**src/rtl/rif_pkg.sv**
```systemverilog
package rif_pkg;

  typedef enum logic [1:0] {
    RX_IDLE = 2'd0,
    RX_BODY = 2'd1,
    RX_DROP = 2'd2
  } rx_state_e;

  // Distance from b to a on a pointer ring of pw bits.
  function automatic logic [31:0] ptr_span(input logic [31:0] a,
                                           input logic [31:0] b,
                                           input int unsigned pw);
    logic [31:0] mask;
    mask = (32'd1 << pw) - 32'd1;
    return (a - b) & mask;
  endfunction

  // True when a span equals the store capacity.
  function automatic logic span_full(input logic [31:0] span,
                                     input int unsigned depth);
    return span == 32'(depth);
  endfunction

  // Threshold compare used for the level output.
  function automatic logic at_level(input logic [31:0] span,
                                    input logic [31:0] lvl);
    return span >= lvl;
  endfunction

endpackage

```
**src/rtl/rif_store.sv**
```systemverilog
module rif_store #(
  parameter int WORD_W = 18,
  parameter int DEPTH  = 8,
  parameter int AW     = 3
) (
  input  logic              clk,
  input  logic              wr_en,
  input  logic [AW-1:0]     wr_idx,
  input  logic [WORD_W-1:0] wr_word,
  input  logic [AW-1:0]     rd_idx,
  output logic [WORD_W-1:0] rd_word
);

  logic [WORD_W-1:0] cells [DEPTH];

  always_ff @(posedge clk) begin
    if (wr_en) cells[wr_idx] <= wr_word;
  end

  assign rd_word = cells[rd_idx];

endmodule

```
**src/rtl/rif_rx.sv**
```systemverilog
module rif_rx
  import rif_pkg::*;
#(
  parameter int DEPTH = 8,
  parameter int AW    = 3,
  localparam int PW   = AW + 1
) (
  input  logic          clk,
  input  logic          rst_n,
  input  logic          in_valid,
  input  logic          in_sor,
  input  logic          in_eor,
  input  logic [PW-1:0] rd_ptr,
  output logic          in_ack,
  output logic          wr_fire,
  output logic [AW-1:0] wr_idx,
  output logic [PW-1:0] wr_ptr,
  output logic [PW-1:0] cmt_ptr,
  output logic          ovf_evt,
  output logic          commit_evt,
  output logic          restart_evt,
  output rx_state_e     rx_state
);

  logic [PW-1:0] base_ptr;
  logic [PW-1:0] next_ptr;
  logic          accept;
  logic          full_at_base;

  // A start marker always rewinds to the commit point; otherwise continue.
  assign base_ptr     = in_sor ? cmt_ptr : wr_ptr;
  assign next_ptr     = base_ptr + PW'(1);
  assign full_at_base = span_full(ptr_span(32'(base_ptr), 32'(rd_ptr), PW), DEPTH);
  assign accept       = in_valid && (in_sor || (rx_state == RX_BODY));
  assign ovf_evt      = accept && full_at_base;
  assign wr_fire      = accept && !full_at_base;
  assign commit_evt   = wr_fire && in_eor;
  assign restart_evt  = in_valid && in_sor && (rx_state == RX_BODY);
  assign wr_idx       = base_ptr[AW-1:0];

  // Acknowledge depends on the offer alone.
  always_ff @(posedge clk or negedge rst_n) begin
    if (!rst_n) in_ack <= 1'b0;
    else        in_ack <= in_valid;
  end

  always_ff @(posedge clk or negedge rst_n) begin
    if (!rst_n) begin
      wr_ptr   <= '0;
      cmt_ptr  <= '0;
      rx_state <= RX_IDLE;
    end else if (ovf_evt) begin
      wr_ptr   <= cmt_ptr;
      rx_state <= RX_DROP;
    end else if (wr_fire) begin
      wr_ptr <= next_ptr;
      if (in_eor) begin
        cmt_ptr  <= next_ptr;
        rx_state <= RX_IDLE;
      end else begin
        rx_state <= RX_BODY;
      end
    end
  end

endmodule

```
**src/rtl/rif_flag.sv**
```systemverilog
module rif_flag (
  input  logic clk,
  input  logic rst_n,
  input  logic ovf_evt,
  input  logic flag_wr,
  input  logic flag_w1c,
  output logic ovf_flag
);

  logic clr_req;
  assign clr_req = flag_wr && flag_w1c;

  always_ff @(posedge clk or negedge rst_n) begin
    if (!rst_n)       ovf_flag <= 1'b0;
    else if (ovf_evt) ovf_flag <= 1'b1;
    else if (clr_req) ovf_flag <= 1'b0;
  end

endmodule

```
**src/rtl/rif_drain.sv**
```systemverilog
module rif_drain #(
  parameter int WORD_W = 18,
  parameter int AW     = 3,
  localparam int PW    = AW + 1
) (
  input  logic              clk,
  input  logic              rst_n,
  input  logic [PW-1:0]     cmt_ptr,
  input  logic              dst_full,
  input  logic [WORD_W-1:0] rd_word,
  output logic [PW-1:0]     rd_ptr,
  output logic [AW-1:0]     rd_idx,
  output logic              pop_evt,
  output logic              out_valid,
  output logic [WORD_W-1:0] out_word
);

  assign pop_evt = (rd_ptr != cmt_ptr) && !dst_full;
  assign rd_idx  = rd_ptr[AW-1:0];

  always_ff @(posedge clk or negedge rst_n) begin
    if (!rst_n) begin
      rd_ptr    <= '0;
      out_valid <= 1'b0;
      out_word  <= '0;
    end else begin
      out_valid <= pop_evt;
      if (pop_evt) begin
        rd_ptr   <= rd_ptr + PW'(1);
        out_word <= rd_word;
      end
    end
  end

endmodule

```
**src/rtl/rec_ingress_fifo.sv**
```systemverilog
module rec_ingress_fifo
  import rif_pkg::*;
#(
  parameter int DATA_W = 16,
  parameter int DEPTH  = 8,
  localparam int AW     = $clog2(DEPTH),
  localparam int PW     = AW + 1,
  localparam int WORD_W = DATA_W + 2
) (
  input  logic              clk,
  input  logic              rst_n,
  input  logic              in_valid,
  input  logic [DATA_W-1:0] in_data,
  input  logic              in_sor,
  input  logic              in_eor,
  output logic              in_ack,
  input  logic              dst_full,
  output logic              out_valid,
  output logic [DATA_W-1:0] out_data,
  output logic              out_sor,
  output logic              out_eor,
  input  logic [PW-1:0]     thresh_lvl,
  output logic              level_hit,
  input  logic              flag_wr,
  input  logic              flag_w1c,
  output logic              ovf_flag
);

  logic [PW-1:0]     wr_ptr;
  logic [PW-1:0]     cmt_ptr;
  logic [PW-1:0]     rd_ptr;
  logic [AW-1:0]     wr_idx;
  logic [AW-1:0]     rd_idx;
  logic              wr_fire;
  logic              ovf_evt;
  logic              commit_evt;
  logic              restart_evt;
  logic              pop_evt;
  rx_state_e         rx_state;
  logic [WORD_W-1:0] wr_word;
  logic [WORD_W-1:0] rd_word;
  logic [WORD_W-1:0] out_word;
  logic [31:0]       fill_span;

  assign wr_word = {in_sor, in_eor, in_data};

  rif_rx #(.DEPTH(DEPTH), .AW(AW)) u_rx (
    .clk         (clk),
    .rst_n       (rst_n),
    .in_valid    (in_valid),
    .in_sor      (in_sor),
    .in_eor      (in_eor),
    .rd_ptr      (rd_ptr),
    .in_ack      (in_ack),
    .wr_fire     (wr_fire),
    .wr_idx      (wr_idx),
    .wr_ptr      (wr_ptr),
    .cmt_ptr     (cmt_ptr),
    .ovf_evt     (ovf_evt),
    .commit_evt  (commit_evt),
    .restart_evt (restart_evt),
    .rx_state    (rx_state)
  );

  rif_store #(.WORD_W(WORD_W), .DEPTH(DEPTH), .AW(AW)) u_store (
    .clk     (clk),
    .wr_en   (wr_fire),
    .wr_idx  (wr_idx),
    .wr_word (wr_word),
    .rd_idx  (rd_idx),
    .rd_word (rd_word)
  );

  rif_drain #(.WORD_W(WORD_W), .AW(AW)) u_drain (
    .clk       (clk),
    .rst_n     (rst_n),
    .cmt_ptr   (cmt_ptr),
    .dst_full  (dst_full),
    .rd_word   (rd_word),
    .rd_ptr    (rd_ptr),
    .rd_idx    (rd_idx),
    .pop_evt   (pop_evt),
    .out_valid (out_valid),
    .out_word  (out_word)
  );

  rif_flag u_flag (
    .clk      (clk),
    .rst_n    (rst_n),
    .ovf_evt  (ovf_evt),
    .flag_wr  (flag_wr),
    .flag_w1c (flag_w1c),
    .ovf_flag (ovf_flag)
  );

  assign out_sor   = out_word[WORD_W-1];
  assign out_eor   = out_word[WORD_W-2];
  assign out_data  = out_word[DATA_W-1:0];
  assign fill_span = ptr_span(32'(wr_ptr), 32'(rd_ptr), PW);
  assign level_hit = at_level(fill_span, 32'(thresh_lvl));

endmodule

```
**config.mk**
```make
export PLATFORM = sky130hd
export DESIGN_NAME = rec_ingress_fifo
export DESIGN_NICKNAME = d
export VERILOG_FILES = /design/src/rtl/rif_pkg.sv /design/src/rtl/rif_store.sv /design/src/rtl/rif_rx.sv /design/src/rtl/rif_flag.sv /design/src/rtl/rif_drain.sv /design/src/rtl/rec_ingress_fifo.sv
export SDC_FILE = /design/constraint.sdc
export NUM_CORES = 1
export LEC_CHECK = 0
export BUFFER_PORTS_ARGS = -buffer_cell sky130_fd_sc_hd__buf_2
export CAP_MARGIN = 25
export CORE_ASPECT_RATIO = 1.4
export CORE_MARGIN = 4
export CORE_UTILIZATION = 60
export CTS_CLUSTER_SIZE = 28
export DETAILED_ROUTE_END_ITERATION = 7
export GPL_TIMING_DRIVEN = 0
export PLACE_DENSITY = 0.79
export SYNTH_ARGS = -nofsm -noshare
export SYNTH_HDL_FRONTEND = slang
export SYNTH_SLANG_ARGS = --single-unit
```
**constraint.sdc**
```tcl
create_clock -name clk -period 4.31 [get_ports clk]
set_input_delay 0 -clock clk [delete_from_list [all_inputs] [get_ports clk]]
set_output_delay 0 -clock clk [all_outputs]
set_load 0.005 [all_outputs]
```
### Yosys cells after proc, flatten, opt, wreduce, memory -nomap -nowiden

Memory sizes are Yosys's and may differ from the RTL's. A register that Yosys moved wholly into a read port is not among the register bits.
Index checks and enable logic that the tools add are counted.

| storage, ports and cells | value |
|---|---|
| flip-flop bits (word level) | 17 |
| memory bits (writable) | 144 |
| input port bits | 28 |
| output and inout bits | 22 |
| word-level logic and storage cells | 39 |
| memories kept | 1 |

| operators by class | value |
|---|---|
| $add $sub $neg | 4 |
| order comparisons | 1 |
| eq/ne operators | 3 |
| mux-type cells | 10 |
| bitwise logic cells | 1 |
| reductions and logical operators | 12 |

Memory list:

| name | words | bits a word | rd ports | clocked after memory_dff | write ports | line | text |
|---|---|---|---|---|---|---|---|
| u_store.cells | 8 | 18 | 1 | 1 | 1 | rif_store.sv:14 | `logic [WORD_W-1:0] cells [DEPTH];` |

Operators with widths:

| operator | number |
|---|---|
| $mux 4 | 3 |
| $add 4x1->4 const B | 2 |
| $sub 4x4->4 | 2 |
| $logic_and 1x1->1 | 5 |
| $mux 1 | 5 |
| $eq 4x4->1 const B | 1 |
| $ge 4x4->1 | 1 |
| $mux 2 | 2 |
| $ne 4x4->1 | 1 |
| $reduce_bool 2->1 | 2 |
| $logic_not 1->1 | 3 |
| $reduce_and 3->1 | 1 |
| $eq 2x1->1 const B | 1 |
| $logic_or 1x1->1 | 1 |
| $not 1->1 | 1 |

### Longest topological paths before layout

| logic depth | value |
|---|---|
| word-level depth | 7 |
| mapped depth | 10 |
| gate-level depth less buffers | 9 |

### Cells and area by module

From an unflattened synthesis, not the netlist that was laid out.

| unflattened totals | value |
|---|---|
| cell total of the unflattened synthesis | 380 |
| area, all modules | 7499.7 um^2 |

Modules (own cells, without submodules):

| module | times used | cells each | area each (um^2) | seq. area each (um^2) |
|---|---|---|---|---|
| rif_store | 1 | 221 | 5604.1 | 4324.1 |
| rif_drain | 1 | 58 | 930.9 | 575.6 |
| rif_rx | 1 | 73 | 729.4 | 275.3 |
| rec_ingress_fifo | 1 | 25 | 198.9 | 0.0 |
| rif_flag | 1 | 3 | 36.3 | 25.0 |

### Worst setup path after synthesis

OpenSTA, ideal clock, no wires.

| path | value |
|---|---|
| path kind | register to register |
| start | register u_drain.rd_ptr[1] |
| end | memory u_store.cells[0][0], enable pin |
| setup time | 0.392 ns |
| data arrival time | 2.896 ns |
| data required time | 3.918 ns |
| setup slack | 1.021 ns |
| stages on the path, launching flop included | 10 |
| path buffers | 2 |
| period minus slack after synthesis | 3.289 ns |
| cells stage by stage | dfrtp_1 -> buf_2 -> buf_1 -> inv_1 -> ha_1 -> nand3b_1 -> nand2_1 -> xor2_1 -> o211ai_1 -> nor2_1 |

| on the way | value |
|---|---|
| word-level cells in the longest chain between the ends | 6 |

RTL lines:

| item | line | text |
|---|---|---|
| from (decl) | rif_drain.sv:11 | `output logic [PW-1:0] rd_ptr,` |
| from (signal assigned) | rif_drain.sv:29 | `rd_ptr <= rd_ptr + PW'(1);` |
| $sub 4x4->4 | rif_pkg.sv:15 | `return (a - b) & mask;` |
| $eq 4x4->1 | rif_pkg.sv:21 | `return span == 32'(depth);` |
| $logic_not 1->1 | rif_rx.sv:36 | `assign wr_fire = accept && !full_at_base;` |
| $logic_and 1x1->1 | rif_rx.sv:36 |  |
| $mux 1 | rif_store.sv:17 | `if (wr_en) cells[wr_idx] <= wr_word;` |
| $mux 1 (not written as such) | rif_store.sv:17 |  |
| to (decl) | rif_store.sv:14 |  |

Every way passes these cells.

### Worst setup path after layout

| path | value |
|---|---|
| start | register u_drain.rd_ptr[1] |
| end | memory u_store.cells[4][15], enable pin |

Same word-level chain as after synthesis.

==> impl_metrics.yaml <==
outcome:
  status: "complete, no violations"
cts:
  postCtsResizedCells: 0
  cts_tree: "yes"
  clock_latency_ns: 0.42
  cts.htree.levels: 4
  clock-root-buffer: "clkbuf_16"
  clkTransAtPathRegs_ns: 0.07
  clockBufferDepth: 2
  numCtsBuffers: 17
  clock_sink_count: 179
setup_path:
  critical_path_class: "flop to flop"
  path_delay_family: "buffers and inverters"
  critPathMaxStageDelay_ns: 0.61
  critPathSlowestCell: "nor2_2"
  startpoint_type: "flop"
  path_cells: "buf_2 -> buf_1 -> inv_1 -> ha_1 -> nand3b_1 -> nand2_1 -> xor2_1 -> o211ai_1 -> nor2_2 -> buf_8"
  cp.arrival_ns: 4.19
  ff2ff_path_depth: 10
  crit_path_end_kind: "flop"
  path_buf_inv: 4
  required_ns: 4.43
  crit_cells: 10
  cp_max_fo: 11
route:
  drcViolationCount: 0
  drt_pre_antenna_iters: 4
  viasPerCell: 6.03
  routed_wl_um: 15100
  drt_iter0_markers: 365
  drt-wirelength-per-cell_um: 22.4
  ant_nets: 0
  vias: 4061
timing:
  drv_slew: 0
  relSlewSlack: 0.405
  finalCritPeriodShare: 0.943
  fmax_mhz: 246
  setup_viol: 0
  whs_ns: 0.246
  finalSetupTns_ns: 0
  rsz0062_at_grt: "true"
  period_minus_slack_ns: 4.06
  hold_viol: 0
  fin_worst_skew_ns: 0.00934
  worstMarginPinSlew_ns: 0.892
pwr:
  leakagePower_nw: 3.11
  swShare: 0.331
  power.total_mw: 5.89
  p_clk_frac: 0.264
  vdd_ir_drop_max_mv: 0.413
  p_switching_mw: 1.95
  powerDensity_nw_per_um2: 684
  intPower_mw: 3.94
  power_frac_comb: 0.339
  power_frac_seq: 0.397
synth:
  ys_warn_count: 0
  synth-simple-area-share: 0.0531
  yosys-top-cells-area: "edfxtp_1 60%, dfrtp_1 12%, mux4_2 11%"
  synthCells: 415
  yosys.area_share.xor_xnor: 0.0215
  synth_area_um2: 7220
  syn-num-nets: 456
  syn_avg_cell_area_um2: 17.4
  synth_mux_area_frac: 0.123
  synth_top_family_by_area: "multiplexers"
  synth-seq-cells: 179
  yosysUniqueCellTypes: 39
  yosys.area_share.adder: 0.0236
  yosysTopAreaCell: "edfxtp_1"
  synth_top_area_share: 0.599
  synth_compound_area_frac: 0.0402
  synth_seq_area_share: 0.721
layout:
  multi_input_area_um2: 1910
  synthToLayoutAreaGrowth_pct: 19.4
  ff_latch_area_um2: 5200
  layout.nets: 555
  final_cell_area_um2: 8610
  drive_gt1_frac: 0.287
  fill_cells: 683
  antenna_cells: 0
placed_design:
  place_area_um2: 7780
  gp_congestion: 0.824
  io_buffers: 49
  post-dp-hpwl_um: 9100
grt:
  grt_pass1_wl_um: 23400
  antenna_found_initial: 0
  grt_max_degree: 36
  grt-ovfl-total: 0
  grtUsageTotal: 0.237
  grt_pass1_vias: 4225
floorplanning:
  dieArea_um2: 13900
  ios: 50
  rows: 47
  start_util: 0.610
  die_height_um: 138
  core_area_um2: 11800
  die_w_um: 101
hold_path:
  min_path_type: "primary input to asynchronous set/reset pin"
job:
  max-cap-violations: 0
==> per-stage QoR <==
| stage | util | instances | setup WS (ns) |
|---|---|---|---|
| detailed placement | 0.659 | 619 | 0.313 |
| global route | 0.729 | 674 | -0.0141 |
| global placement | 0.647 | 611 | -0.319 |
| finish | 0.729 | 674 | 0.245 |
| floorplan | - | 415 | 1.02 |
| CTS | 0.729 | 674 | 0.225 |
==> state kept, by name, indices dropped and copies added (netlist names) <==
register,cells
u_rx.in_ack,1
u_drain.out_word,18
u_rx.rx_state,2
u_store.cells,144
u_drain.rd_ptr,4
u_rx.cmt_ptr,4
u_rx.wr_ptr,4
u_drain.out_valid,1
u_flag.ovf_flag,1
==> worst paths after layout <==
| path | from | to | slack [ns] |
|---|---|---|---|
| max in group asynchronous | rst_n | u_drain.out_word[4] | 3.50 |
| hold reg to reg | u_flag.ovf_flag | u_flag.ovf_flag | 0.49 |
| setup reg to reg | u_drain.rd_ptr[1] | u_store.cells[4][15] | 0.25 |
| min in group clk | in_valid | u_rx.in_ack | 0.25 |
| setup / recovery | u_drain.rd_ptr[1] | u_store.cells[4][15] | 0.25 |
| hold / removal | rst_n | u_rx.rx_state[1] | 0.25 |
==> timing repair <==
item	4_1_cts	5_1_grt
hold buffers	23	0
hold endpoints to repair	184	0
buffers inserted	0	0
endpoints found under the setup margin	0	19
==> cell usage after synthesis, drive strengths merged <==
cell type and count:
edfxtp 144, nand2 54, mux4 36, dfrtp 35, nor2 30, a31oi 18, ha 12, xnor2 12
buf 11, inv 10, clkbuf 7, a21oi 6, o21ai 6, nor2b 4, xor2 4, mux2 3
mux2i 3, a221o 2, nand2b 2, nor3 2, o211ai 2, o21a 2, o221ai 2, a21o 1
a32oi 1, a41oi 1, clkinv 1, fa 1, nand3b 1, nand4 1, or2 1
==> cell usage in the layout (no fill, tap or decap), types with 4 or more instances in the layout <==
master and instances:
dfrtp_1 35, ha_1 12, dlygate4sd3_1 23, clkbuf_1 8, nor2_2 8, inv_6 4, nor2b_1 4, inv_8 4
nand2_1 54, nor2_1 22, buf_2 57, xor2_1 4, inv_1 10, buf_8 8, clkbuf_16 17, edfxtp_1 144
o21ai_0 6, xnor2_1 10, a31oi_1 18, mux4_2 36, a21oi_1 5
==> worst reg2reg max path: cells and delay by family, from the launching register on <==
| family | cells | cell delay, ns |
|---|---|---|
| fa+ha+maj | 1 | 0.39 |
| simple gates | 3 | 0.83 |
| buf+inv | 4 | 1.41 |
| xor+xnor | 1 | 0.37 |
| compound gates | 1 | 0.36 |
| flops | 1 | 0.41 |
==> per-layer routing <==
layer | global-route usage | routed length (µm)
met4 | 0.0891 | 269
met3 | 0.0552 | 1070
met1 | 0.313 | 5880
met5 | 0 | 0
met2 | 0.385 | 7870
==> cell type report <==
cell class                      count  area share
Sequential cell                   179       0.604
Inverter                           11     0.00479
Timing Repair Buffer               80      0.0691
Clock buffer                       18      0.0498
Clock inverter                     14      0.0196
Buffer                             18      0.0103
Tap cell                          147      0.0214
Multi-Input combinational cell    207       0.221
==> logic make-up (layout without fill, tap and decap cells) <==
| group | after synthesis | after routing |
|---|---|---|
| buffers and inverters | 29 | 141 |
| DFF | 179 | 179 |
| adders and majority gates | 13 | 13 |
| muxes | 42 | 42 |
| AOI/OAI and AO/OA | 41 | 41 |
| xor gates and xnor gates | 16 | 16 |
| and+or+nand+nor | 95 | 95 |
==> power by group through the flow <==
| stage | registers, mW | logic [mW] | clock network, mW |
|---|---|---|---|
| final | 2.34 | 2.00 | 1.56 |
| after global routing | 2.36 | 2.20 | 1.66 |
| after CTS | 2.34 | 2.02 | 1.57 |
| after detailed placement | 2.37 | 1.98 | 0 |
| after global placement | 2.36 | 1.86 | 0 |
| after floorplan | 2.33 | 1.39 | 0 |
Power figures use the tool's default switching activity.
